### src/rtl/dcap_pkg.sv
package dcap_pkg;
  typedef enum logic [1:0] {
    EDGE_OFF  = 2'd0,
    EDGE_RISE = 2'd1,
    EDGE_FALL = 2'd2,
    EDGE_ANY  = 2'd3
  } edge_sel_e;

  // true when the prev->cur transition matches the selected mode
  function automatic logic edge_qualifies(edge_sel_e m, logic prev, logic cur);
    case (m)
      EDGE_RISE: return !prev && cur;
      EDGE_FALL: return prev && !cur;
      EDGE_ANY:  return prev != cur;
      default:   return 1'b0;
    endcase
  endfunction

  // mode write that arms the capture machinery from the off state
  function automatic logic arms_capture(edge_sel_e old_m, edge_sel_e new_m);
    return (old_m == EDGE_OFF) && (new_m != EDGE_OFF);
  endfunction
endpackage

### src/rtl/dcap_sync.sv
module dcap_sync #(
  parameter int STAGES = 2
) (
  input  logic clk,
  input  logic rst_n,
  input  logic d_async,
  output logic cur,
  output logic prev
);
  logic [STAGES-1:0] sr;

  always_ff @(posedge clk or negedge rst_n) begin
    if (!rst_n) begin
      sr   <= '0;
      prev <= 1'b0;
    end else begin
      sr   <= {sr[STAGES-2:0], d_async};
      prev <= sr[STAGES-1];
    end
  end

  assign cur = sr[STAGES-1];
endmodule

### src/rtl/dcap_slots.sv
module dcap_slots #(
  parameter int W     = 32,
  parameter int SLOTS = 2,
  localparam int CW   = $clog2(SLOTS + 1),
  localparam int SW   = (SLOTS > 1) ? $clog2(SLOTS) : 1
) (
  input  logic                      clk,
  input  logic                      rst_n,
  input  logic                      take,
  input  logic                      clear,
  input  logic [SW-1:0]             sel,
  input  logic [W-1:0]              value,
  output logic [SLOTS-1:0][W-1:0]   caps,
  output logic [CW-1:0]             cnt,
  output logic                      evt
);
  logic room;
  logic store;

  assign room  = cnt < CW'(SLOTS);
  assign store = take && room && !clear;

  always_ff @(posedge clk or negedge rst_n) begin
    if (!rst_n) begin
      cnt <= '0;
      evt <= 1'b0;
    end else begin
      evt <= store && (cnt == CW'(sel));
      if (clear)      cnt <= '0;
      else if (store) cnt <= cnt + CW'(1);
    end
  end

  for (genvar i = 0; i < SLOTS; i++) begin : g_slot
    logic [W-1:0] slot_q;
    always_ff @(posedge clk or negedge rst_n) begin
      if (!rst_n)                           slot_q <= '0;
      else if (store && cnt == CW'(i))      slot_q <= value;
    end
    assign caps[i] = slot_q;
  end
endmodule

### src/rtl/dual_capture.sv
module dual_capture
  import dcap_pkg::*;
#(
  parameter int W           = 32,
  parameter int SYNC_STAGES = 2
) (
  input  logic         clk,
  input  logic         rst_n,
  input  logic         pin_async,
  input  logic [W-1:0] count_val,
  input  logic [1:0]   edge_mode,
  input  logic         pair_sel,
  input  logic         dir_in,
  input  logic         clr_slots,
  input  logic         mode_wr,
  output logic [W-1:0] cap_a,
  output logic [W-1:0] cap_b,
  output logic         cap_evt
);
  localparam int SLOTS = 2;
  localparam int CNT_W = $clog2(SLOTS + 1);

  logic                     pin_cur, pin_prev;
  logic                     take, arm, clear;
  edge_sel_e                mode_now, mode_q;
  logic [SLOTS-1:0][W-1:0]  caps;
  logic [CNT_W-1:0]         slot_cnt;

  dcap_sync #(.STAGES(SYNC_STAGES)) u_sync (
    .clk(clk), .rst_n(rst_n), .d_async(pin_async),
    .cur(pin_cur), .prev(pin_prev)
  );

  assign mode_now = edge_sel_e'(edge_mode);
  assign take     = dir_in && edge_qualifies(mode_now, pin_prev, pin_cur);
  assign arm      = mode_wr && arms_capture(mode_q, mode_now);
  assign clear    = clr_slots || arm;

  always_ff @(posedge clk or negedge rst_n) begin
    if (!rst_n)       mode_q <= EDGE_OFF;
    else if (mode_wr) mode_q <= mode_now;
  end

  dcap_slots #(.W(W), .SLOTS(SLOTS)) u_slots (
    .clk(clk), .rst_n(rst_n), .take(take), .clear(clear),
    .sel(pair_sel), .value(count_val), .caps(caps),
    .cnt(slot_cnt), .evt(cap_evt)
  );

  assign cap_a = caps[0];
  assign cap_b = caps[1];
endmodule

### config.mk
export PLATFORM = sky130hd
export DESIGN_NAME = dual_capture
export DESIGN_NICKNAME = d
export VERILOG_FILES = /design/src/rtl/dcap_pkg.sv /design/src/rtl/dcap_sync.sv /design/src/rtl/dcap_slots.sv /design/src/rtl/dual_capture.sv
export SDC_FILE = /design/constraint.sdc
export NUM_CORES = 1
export LEC_CHECK = 0
export BUFFER_PORTS_ARGS = -buffer_cell sky130_fd_sc_hd__buf_2
export CAP_MARGIN = 10
export CORE_MARGIN = 2
export CORE_UTILIZATION = 40
export DETAILED_ROUTE_END_ITERATION = 7
export PLACE_DENSITY = 0.81
export RECOVER_POWER = 100
export SLEW_MARGIN = 30
export SYNTH_ARGS = -nofsm -noshare
export SYNTH_HDL_FRONTEND = slang
export SYNTH_SLANG_ARGS = --single-unit
### constraint.sdc
create_clock -name clk -period 1.95 [get_ports clk]
set_clock_uncertainty 0.1 [all_clocks]
set_input_delay 0.195 -clock clk [delete_from_list [all_inputs] [get_ports clk]]
set_output_delay 0.195 -clock clk [all_outputs]
set_load 0.01 [all_outputs]
==> impl_metrics.json, run 1 <==
{
  "whs_endpoint": "mode_q[0]",
  "grt_max_degree": 73,
  "final-hold-violation-count": 0,
  "worst_pin_slew_ns": 0.958,
  "leakage_nw": 1.91,
  "start_kind": "flip-flop",
  "overflow": 0,
  "gp_congestion": 0.663,
  "clkPwrFrac_pct": 31.0,
  "cap_violations": 0,
  "ys_seq_area_share_pct": 65.0,
  "power_w": 0.00457,
  "clk_latency_ns": 0.33,
  "cts_buffers": 9,
  "critical_path_class": "flip-flop to flip-flop",
  "regToRegSetupSlack_ns": -0.06,
  "yosys_warnings": 0,
  "core_sq_mm": 0.00676,
  "drt-total-wl_mm": 5.78,
  "grt_pass1_vias": 1957,
  "pwr_density_cell_mw_per_mm2": 1140,
  "fin_area_sq_mm": 0.00401,
  "syn_nets": 213,
  "grtUsageTotal_pct": 15.7,
  "violations": "setup timing",
  "ff2ff_path_depth": 6,
  "path_buf_inv": 1,
  "wl_per_cell_microns": 14.2,
  "area_growth_pct": 44.5,
  "finalSetupViolations": 62,
  "place_area_sq_mm": 0.00347,
  "drt_iter0_drc": 47,
  "cts_max_level": 3,
  "fillers": 561,
  "rows": 30,
  "num_io_pins": 106,
  "via_per_inst": 4.72,
  "min_path_type": "input port to flip-flop",
  "start_util_pct": 41.1,
  "power_frac_comb_pct": 22.8,
  "ys_seq_elements": 72,
  "max_freq_ghz": 0.496,
  "drv_slew": 0,
  "clk_pin_slew_ns": 0.07,
  "die_area_sq_mm": 0.00762,
  "crit_chain": "ha_1 -> nand2b_4 -> a311oi_4 -> nand3_2 -> buf_12 -> mux2_1",
  "seqPwrFrac_pct": 46.2,
  "diodes": 0,
  "cp_top_family": "flip-flops",
  "vias": 1920,
  "die_h_microns": 87.3,
  "cts_root_buf": "clkbuf_8",
  "fin_crit_ns": 2.01,
  "worst_slack_ns": -0.0649,
  "nNetsFinal": 367,
  "status": "finished with violations",
  "max-slew-margin-rel_pct": 36.1,
  "worstPathArrival_ns": 2.13,
  "cp_max_fo": 27,
  "rsz0062_at_grt": "yes",
  "period_share_pct": 103,
  "cts.sinks": 72,
  "clockBufferDepth": 2,
  "holdPathStages": 2,
  "cts_tree": "built",
  "timing.rr.end": "u_slots.g_slot[1].slot_q[22]",
  "grt_first_pass_wirelength_mm": 9.20,
  "ir_drop_uv": 594,
  "place.port_buffers": 105,
  "p_int_w": 0.00328,
  "antenna_found_initial": 0,
  "crit_path_top_delay_cell": "dfrtp_1",
  "p_sw_share_pct": 28.2,
  "post-route-drc-count": 0,
  "die_x_microns": 87.3,
  "syn_avg_cell_area_sq_um": 16.5,
  "crit_path_end_kind": "flip-flop",
  "ant_nets": 0,
  "drive_gt1_share_pct": 25.7,
  "yosysUniqueCellTypes": 17,
  "syn-instance-count": 168,
  "dp_hpwl_mm": 3.77,
  "drtPass1Iterations": 6,
  "power_switching_w": 0.00129,
  "crit_path_max_incr_delay_ns": 0.39,
  "crit_required_ns": 2.06,
  "regToRegStartpoint": "u_sync.prev",
  "hold_start": "edge_mode[0]",
  "syn-cell-area_sq_mm": 0.00277,
  "whs_ns": 0.0464
}
-- layout by cell type (no fill, tap or decap), types with 2 or more instances in the layout --
| cell | synthesis | final |
|---|---|---|
| buf_6 | 0 | 2 |
| mux2_2 | 6 | 6 |
| buf_2 | 6 | 41 |
| nand3_2 | 2 | 2 |
| nand2b_1 | 3 | 2 |
| mux2_4 | 0 | 5 |
| xnor2_1 | 2 | 2 |
| clkbuf_1 | 0 | 65 |
| dfrtp_1 | 72 | 72 |
| bufinv_16 | 0 | 3 |
| clkbuf_4 | 0 | 2 |
| clkbuf_8 | 0 | 10 |
| dlygate4sd3_1 | 0 | 34 |
| inv_1 | 4 | 4 |
| ha_1 | 4 | 4 |
| mux2_1 | 60 | 55 |
| buf_4 | 0 | 4 |
-- metal layers --
metal / track usage (%) / vias to the layer above / wire [microns]
met1: 19.4 / 947 / 2530
li1: - / 892 / -
met5: 0 / - / 0
met2: 26.7 / 71 / 2860
met4: 6.29 / 0 / 93
met3: 3.60 / 10 / 298
-- flip-flops by register name, indices dropped and copies added, names as in the netlist --
name	flops
u_slots.g_slot.slot_q	64
mode_q	2
u_slots.cnt	2
u_sync.sr	2
u_slots.evt	1
u_sync.prev	1
-- power groups by stage --
stage / clock (W) / combinational, W / sequential (W)
global placement: 0 / 0.00106 / 0.00210
detailed placement: 0 / 0.00109 / 0.00213
finish: 0.00142 / 0.00104 / 0.00211
floorplan: 0 / 0.000341 / 0.00231
global route: 0.00151 / 0.00114 / 0.00216
CTS: 0.00146 / 0.00115 / 0.00210
-- what timing repair did --
action | in CTS | in global routing
hold endpoints to repair | 133 | 0
hold buffers | 34 | 0
buffers inserted | 1 | 1
resized for setup | 1 | 6
endpoints found under the setup margin | 64 | 64
-- stage by stage --
step	TNS (ns)	setup WS [ns]	std cells	util (%)
after detailed placement	-2.03	-0.0576	355	51.4
after CTS	-3.50	-0.0758	406	60.2
after floorplan	-1.40	-0.0338	168	-
after global routing	-7.22	-0.146	407	59.3
final	-2.29	-0.0649	407	59.3
after global placement	-0.101	-0.0103	355	51.4
-- cell usage after synthesis --
cell type  count  area share [%]
nand3_2        2            0.72
ha_1           4             1.8
xnor2_1        2            0.63
and3_1         1            0.23
or2_2          1            0.23
buf_2          6             1.1
a21oi_1        2            0.36
inv_1          4            0.54
a31oi_2        1            0.45
dfrtp_1       72              65
and2_1         1            0.23
nor2_1         1            0.14
mux2_1        60              24
mux2_2         6             2.4
a311oi_4       1            0.95
nor2b_1        1            0.23
nand2b_1       3            0.68
-- layout make-up --
class                   instances  area (sq um)  area share (%)
clock buffers                  11           141            3.53
clock inverters                 5           104            2.59
inverters                       4          15.0           0.375
multi-input cells              86           957            23.9
flip-flops and latches         72          1800            45.0
well taps                      80           100            2.50
repair buffers                149           888            22.2
-- cell families after synthesis --
kind of cell               synth area share, %
AOI/OAI and AO/OA                         1.76
xor gates and xnor gates                 0.632
adders and majority gates                 1.80
buffers and inverters                     1.62
DFF                                       65.0
muxes                                     26.8
and+or+nand+nor                           2.44
-- worst max-delay path by stage --
stage	from	endpoint	slack (ns)	depth (start not counted)
after floorplan	u_sync.prev	u_slots.g_slot[0].slot_q[0]	-0.03	6
after global routing	u_sync.prev	u_slots.g_slot[1].slot_q[2]	-0.15	6
after detailed placement	u_sync.prev	u_slots.g_slot[1].slot_q[5]	-0.06	6
final	u_sync.prev	u_slots.g_slot[1].slot_q[22]	-0.06	6
after CTS	u_sync.prev	u_slots.g_slot[1].slot_q[26]	-0.08	6
after global placement	u_sync.prev	u_slots.g_slot[0].slot_q[17]	-0.01	6
(Power assumes the default switching activity.)
==> run 2, diff against run 1 <==
BUFFER_PORTS_ARGS = -buffer_cell sky130_fd_sc_hd__clkbuf_2   (was -buffer_cell sky130_fd_sc_hd__buf_2)
TNS_END_PERCENT = 20   (was unset)
==> run 2 against run 1 <==
Effect of this change:
- the flow still finishes with violations (setup timing)
- critical path depth did not move
- power rose by 2.5%
- sequential power barely moved
- design area fell by 0.12%
- sequential share of layout area rose by 0.056 points
- hold slack improved by 0.0064 ns
- routed wire length fell by 1.2%
- worst setup slack improved by 0.020 ns
- register-to-register slack improved by 0.02 ns
- fmax rose by 0.98%
- via count rose by 0.36%
- utilization fell by 0.074 points
==> impl_metrics.json, run 2 (synthesis results as in run 1) <==
{
  "antenna_found_initial": 0,
  "regToRegStartpoint": "u_sync.prev",
  "cts.sinks": 72,
  "grt_first_pass_wirelength_mm": 9.14,
  "cts_tree": "built",
  "final_cell_mix": "dfrtp_1 (72), clkbuf_1 (66), mux2_1 (57)",
  "finalSetupViolations": 59,
  "vias": 1927,
  "tns_ns": -1.10,
  "crit_path_max_incr_delay_ns": 0.38,
  "final-hold-violation-count": 0,
  "num_io_pins": 106,
  "cts_root_buf": "clkbuf_8",
  "wl_per_cell_microns": 14.1,
  "ant_nets": 0,
  "grt_max_degree": 73,
  "drv_slew": 0,
  "overflow": 0,
  "timing.rr.end": "u_slots.g_slot[1].slot_q[2]",
  "whs_endpoint": "mode_q[0]",
  "die_area_sq_mm": 0.00762,
  "dp_hpwl_mm": 3.70,
  "worst_slack_ns": -0.0454,
  "nNetsFinal": 366,
  "ff2ff_path_depth": 6,
  "post-route-drc-count": 0,
  "regToRegSetupSlack_ns": -0.05,
  "rsz0062_at_grt": "yes",
  "cap_violations": 0,
  "hold_start": "edge_mode[0]",
  "die_h_microns": 87.3,
  "core_sq_mm": 0.00676,
  "crit_path_end_kind": "flip-flop",
  "leakage_nw": 1.90,
  "rows": 30,
  "drive_gt1_share_pct": 24.5,
  "clk_latency_ns": 0.33,
  "drt-total-wl_mm": 5.71,
  "crit_path_top_delay_cell": "dfrtp_1",
  "min_path_type": "input port to flip-flop",
  "power_w": 0.00468,
  "violations": "setup timing",
  "place.port_buffers": 105,
  "gp_congestion": 0.744,
  "cts_buffers": 9,
  "status": "finished with violations",
  "drtPass1Iterations": 4,
  "critical_path_class": "flip-flop to flip-flop",
  "max-slew-margin-rel_pct": 37.2,
  "crit_required_ns": 2.06,
  "holdPathStages": 2,
  "grt_pass1_vias": 1996,
  "die_x_microns": 87.3,
  "crit_chain": "ha_1 -> nand2b_4 -> a311oi_4 -> nand3_2 -> buf_6 -> mux2_1",
  "start_util_pct": 41.1,
  "grtUsageTotal_pct": 15.7,
  "start_kind": "flip-flop",
  "worstPathArrival_ns": 2.11,
  "final_common_cell": "dfrtp_1",
  "cp_max_fo": 16,
  "area_growth_pct": 44.3,
  "drt_iter0_drc": 50,
  "cts_max_level": 3,
  "via_per_inst": 4.75,
  "fin_crit_ns": 2.00,
  "clk_pin_slew_ns": 0.07,
  "worst_pin_slew_ns": 0.942,
  "max_freq_ghz": 0.501,
  "ir_drop_uv": 732,
  "period_share_pct": 102,
  "clockBufferDepth": 2,
  "regMostFlops": "u_slots.g_slot.slot_q",
  "largest_reg_flops": 64,
  "diodes": 0,
  "pwr_density_cell_mw_per_mm2": 1170
}
## run 2: changes by cell type in the layout (fill, tap and decap cells not counted), moves of 2 or more
cell,delta
mux2_4,-2
mux2_1,+2
buf_6,+2
clkbuf_2,+39
buf_2,-40
## run 2: worst max-delay path: cells and delay by family, from the launching register on
kind	cells	cell delay, ns
AND/OR/NAND/NOR	2	0.29
flip-flops	1	0.38
multiplexers	1	0.33
AO/OA/AOI/OAI	1	0.28
buffers and inverters	1	0.20
adder cells (fa/ha/maj)	1	0.29
## run 2: metal layers
layer | wire length (microns) | part of all wire [%] | GRT usage [%] | vias up
li1 | - | - | - | 896
met3 | 345 | 6.0 | 3.98 | 12
met5 | 0 | 0 | 0 | -
met4 | 119 | 2.1 | 6.85 | 0
met1 | 2330 | 41 | 18.2 | 951
met2 | 2920 | 51 | 27.5 | 68
## run 2: metrics by stage
step	cells	util, %	worst slack [ns]	area [sq um]	hold WS [ns]
after global placement	355	51.2	-0.0762	3460	0.149
after global routing	406	59.2	-0.126	4000	0.0539
after detailed placement	355	51.2	-0.124	3460	0.152
after CTS	406	60.6	-0.0886	4090	0.0404
after floorplan	168	-	-0.0338	2820	-0.201
final	406	59.2	-0.0454	4000	0.0528
## run 2: timing repair
action	4_1_cts	5_1_grt
endpoints found under the hold margin	136	0
pin swaps	1	1
setup endpoints to repair	64	64
gates resized for setup	4	1
cloned	0	0
hold buffers	34	0
buffers inserted	1	0
## run 2: how the worst max path moves through the flow
stage,from,endpoint,cells past startpoint
2_1_floorplan,u_sync.prev,u_slots.g_slot[0].slot_q[0],6
3_3_place_gp,u_sync.prev,u_slots.g_slot[0].slot_q[21],6
3_5_place_dp,u_sync.prev,u_slots.g_slot[1].slot_q[29],6
4_1_cts,u_sync.prev,u_slots.g_slot[0].slot_q[2],6
5_1_grt,u_sync.prev,u_slots.g_slot[0].slot_q[12],6
6_report,u_sync.prev,u_slots.g_slot[1].slot_q[2],6
## run 2: cell type report
cell class | instances | area, sq um
multi-input combinational | 86 | 950
tap | 80 | 100
inverter | 4 | 15.0
clock buffer | 11 | 141
clock inverter | 5 | 128
timing repair buffer | 148 | 867
fill | 590 | 2750
sequential | 72 | 1800
## run 2: where the power goes
group | total, W | leakage, nW | internal [W] | switching [W]
Clock | 0.00154 | 0.130 | 0.00102 | 0.000524
Sequential | 0.00211 | 0.903 | 0.00190 | 0.000216
Combinational | 0.00103 | 0.867 | 0.000487 | 0.000545
Total | 0.00468 | 1.90 | 0.00340 | 0.00129
==> run 3, diff against run 2 <==
CORE_ASPECT_RATIO = 1.75   (was unset)
SKIP_CTS_REPAIR_TIMING = 1   (was unset)
==> run 3 against run 2 <==
Effect of this change:
- design area decreased by 4.9%
- register-to-register slack worse by 0.05 ns
- non-clock buffer count fell by 22
- die area increased by 0.35%
- largest power group unchanged
- utilization shrank 3.3 points
- the flow finishes with violations (hold timing, setup timing)
- worst setup slack got worse by 0.047 ns
- fmax decreased by 2.3%
- power up 0.53%
==> impl_metrics.json, run 3 (synthesis results as in run 1) <==
{
  "tns_ns": -3.41,
  "gp_congestion": 0.799,
  "cp_top_family": "flip-flops",
  "cts_max_level": 3,
  "place_area_sq_mm": 0.00345,
  "nNetsFinal": 344,
  "fin_area_sq_mm": 0.00381,
  "path_buf_inv": 2,
  "final_cell_mix": "dfrtp_1 (72), clkbuf_1 (66), mux2_1 (57)",
  "die_area_sq_mm": 0.00764,
  "min_path_type": "input port to flip-flop",
  "cap_violations": 0,
  "holdPathStages": 2,
  "finalSetupViolations": 62,
  "post-route-drc-count": 0,
  "place.port_buffers": 105,
  "final-hold-violation-count": 5,
  "drt-total-wl_mm": 5.73,
  "wl_per_cell_microns": 14.8,
  "crit_required_ns": 2.05,
  "crit_path_top_delay_cell": "dfrtp_1",
  "power_switching_w": 0.00133,
  "max_freq_ghz": 0.490,
  "cp_max_fo": 13,
  "largest_reg_flops": 64,
  "worst_pin_slew_ns": 0.907,
  "grtUsageTotal_pct": 16.2,
  "clk_latency_ns": 0.32,
  "die_x_microns": 67.0,
  "drv_slew": 0,
  "worstPathArrival_ns": 2.14,
  "grt_pass1_vias": 1885,
  "clockBufferDepth": 2,
  "drive_gt1_share_pct": 25.3,
  "start_kind": "flip-flop",
  "regMostFlops": "u_slots.g_slot.slot_q",
  "drt_iter0_drc": 127,
  "path_depth": 7,
  "antenna_found_initial": 0,
  "ant_nets": 0,
  "num_io_pins": 106,
  "clkPwrFrac_pct": 33.9,
  "cts_buffers": 9,
  "postLayoutCoreUtil_pct": 55.9,
  "ff2ff_path_depth": 7,
  "fin_crit_ns": 2.04,
  "die_h_microns": 114,
  "worst_slack_ns": -0.0919,
  "p_int_w": 0.00338,
  "critical_path_class": "flip-flop to flip-flop",
  "leakage_nw": 1.82,
  "place_ws_ns": -0.129,
  "status": "finished with violations",
  "crit_path_max_incr_delay_ns": 0.37,
  "drtPass1Iterations": 4,
  "regArea_sq_mm": 0.00180,
  "max-slew-margin-rel_pct": 39.5,
  "diodes": 0,
  "dp_hpwl_mm": 4.23,
  "ir_drop_uv": 726,
  "start_util_pct": 40.8,
  "whs_ns": -0.00665,
  "grt_first_pass_wirelength_mm": 8.94,
  "via_per_inst": 4.69,
  "p_sw_share_pct": 28.3,
  "cts.sinks": 72,
  "rows": 40,
  "core_sq_mm": 0.00681,
  "cts_root_buf": "clkbuf_16",
  "area_growth_pct": 37.2,
  "fillers": 604,
  "multiInputGateArea_sq_um": 946,
  "pwr_density_cell_mw_per_mm2": 1240,
  "cts_tree": "built",
  "crit_path_end_kind": "flip-flop",
  "overflow": 0,
  "period_share_pct": 105,
  "crit_chain": "inv_1 -> ha_1 -> nand2b_4 -> a311oi_4 -> nand3_2 -> buf_4 -> mux2_1",
  "violations": "hold timing, setup timing",
  "seqPwrFrac_pct": 45.0,
  "grt_max_degree": 40,
  "clk_pin_slew_ns": 0.05,
  "vias": 1819,
  "rsz0062_at_grt": "yes",
  "final_common_cell": "dfrtp_1",
  "power_frac_comb_pct": 21.2
}
==> run 3: cell count changes in the layout (fill, tap and decap cells not counted), moves of 2 or more <==
cell           previous run  this run
dlygate4sd3_1            34        13
clkbuf_4                  2         0
clkbuf_16                 0         9
clkbuf_2                 39        41
clkbuf_8                 10         1
clkinv_2                  0         2
bufinv_16                 4         1
==> run 3: area by class of cell <==
cell class	count	area share, %
multi-input cells	86	24.9
repair buffers	126	16.8
flip-flops and latches	72	47.3
clock inverters	5	1.48
inverters	4	0.394
clock buffers	11	6.38
well taps	84	2.76
==> run 3: metal layers <==
metal | GRT usage [%] | part of all wire [%] | vias up
li1 | - | - | 846
met1 | 15.3 | 35 | 897
met2 | 29.5 | 57 | 64
met3 | 5.31 | 4.8 | 12
met4 | 8.98 | 3.3 | 0
met5 | 0 | 0 | -
==> run 3: stage by stage <==
| stage | total power (W) | instances |
|---|---|---|
| after floorplan | 0.00265 | 168 |
| after global placement | 0.00319 | 358 |
| after detailed placement | 0.00324 | 358 |
| after CTS | 0.00487 | 374 |
| after global routing | 0.00499 | 388 |
| final | 0.00471 | 388 |
==> run 3: worst paths after layout <==
path	from	to	slack (ns)
worst max-delay path	u_sync.sr[1]	u_slots.g_slot[1].slot_q[14]	-0.09
worst min-delay path	count_val[8]	u_slots.g_slot[0].slot_q[8]	-0.007
worst max register to register	u_sync.sr[1]	u_slots.g_slot[1].slot_q[14]	-0.09
worst min register to register	u_sync.sr[0]	u_sync.sr[1]	0.25
max in group asynchronous	rst_n	u_slots.g_slot[0].slot_q[18]	0.62
min in group asynchronous	rst_n	u_slots.g_slot[1].slot_q[3]	0.52
==> run 3: power groups by stage <==
stage          combinational (W)  sequential (W)  clock, W
2_1_floorplan           0.000341         0.00231         0
3_3_place_gp             0.00107         0.00212         0
3_5_place_dp             0.00110         0.00215         0
4_1_cts                  0.00110         0.00212   0.00165
5_1_grt                  0.00110         0.00217   0.00171
6_report                0.000997         0.00212   0.00160
==> run 3: worst reg2reg max path, cell delays in order (launching register included) <==
cell	delay, ns
dfrtp_1	0.37
inv_1	0.05
ha_1	0.27
nand2b_4	0.15
a311oi_4	0.29
nand3_2	0.13
buf_4	0.22
mux2_1	0.34
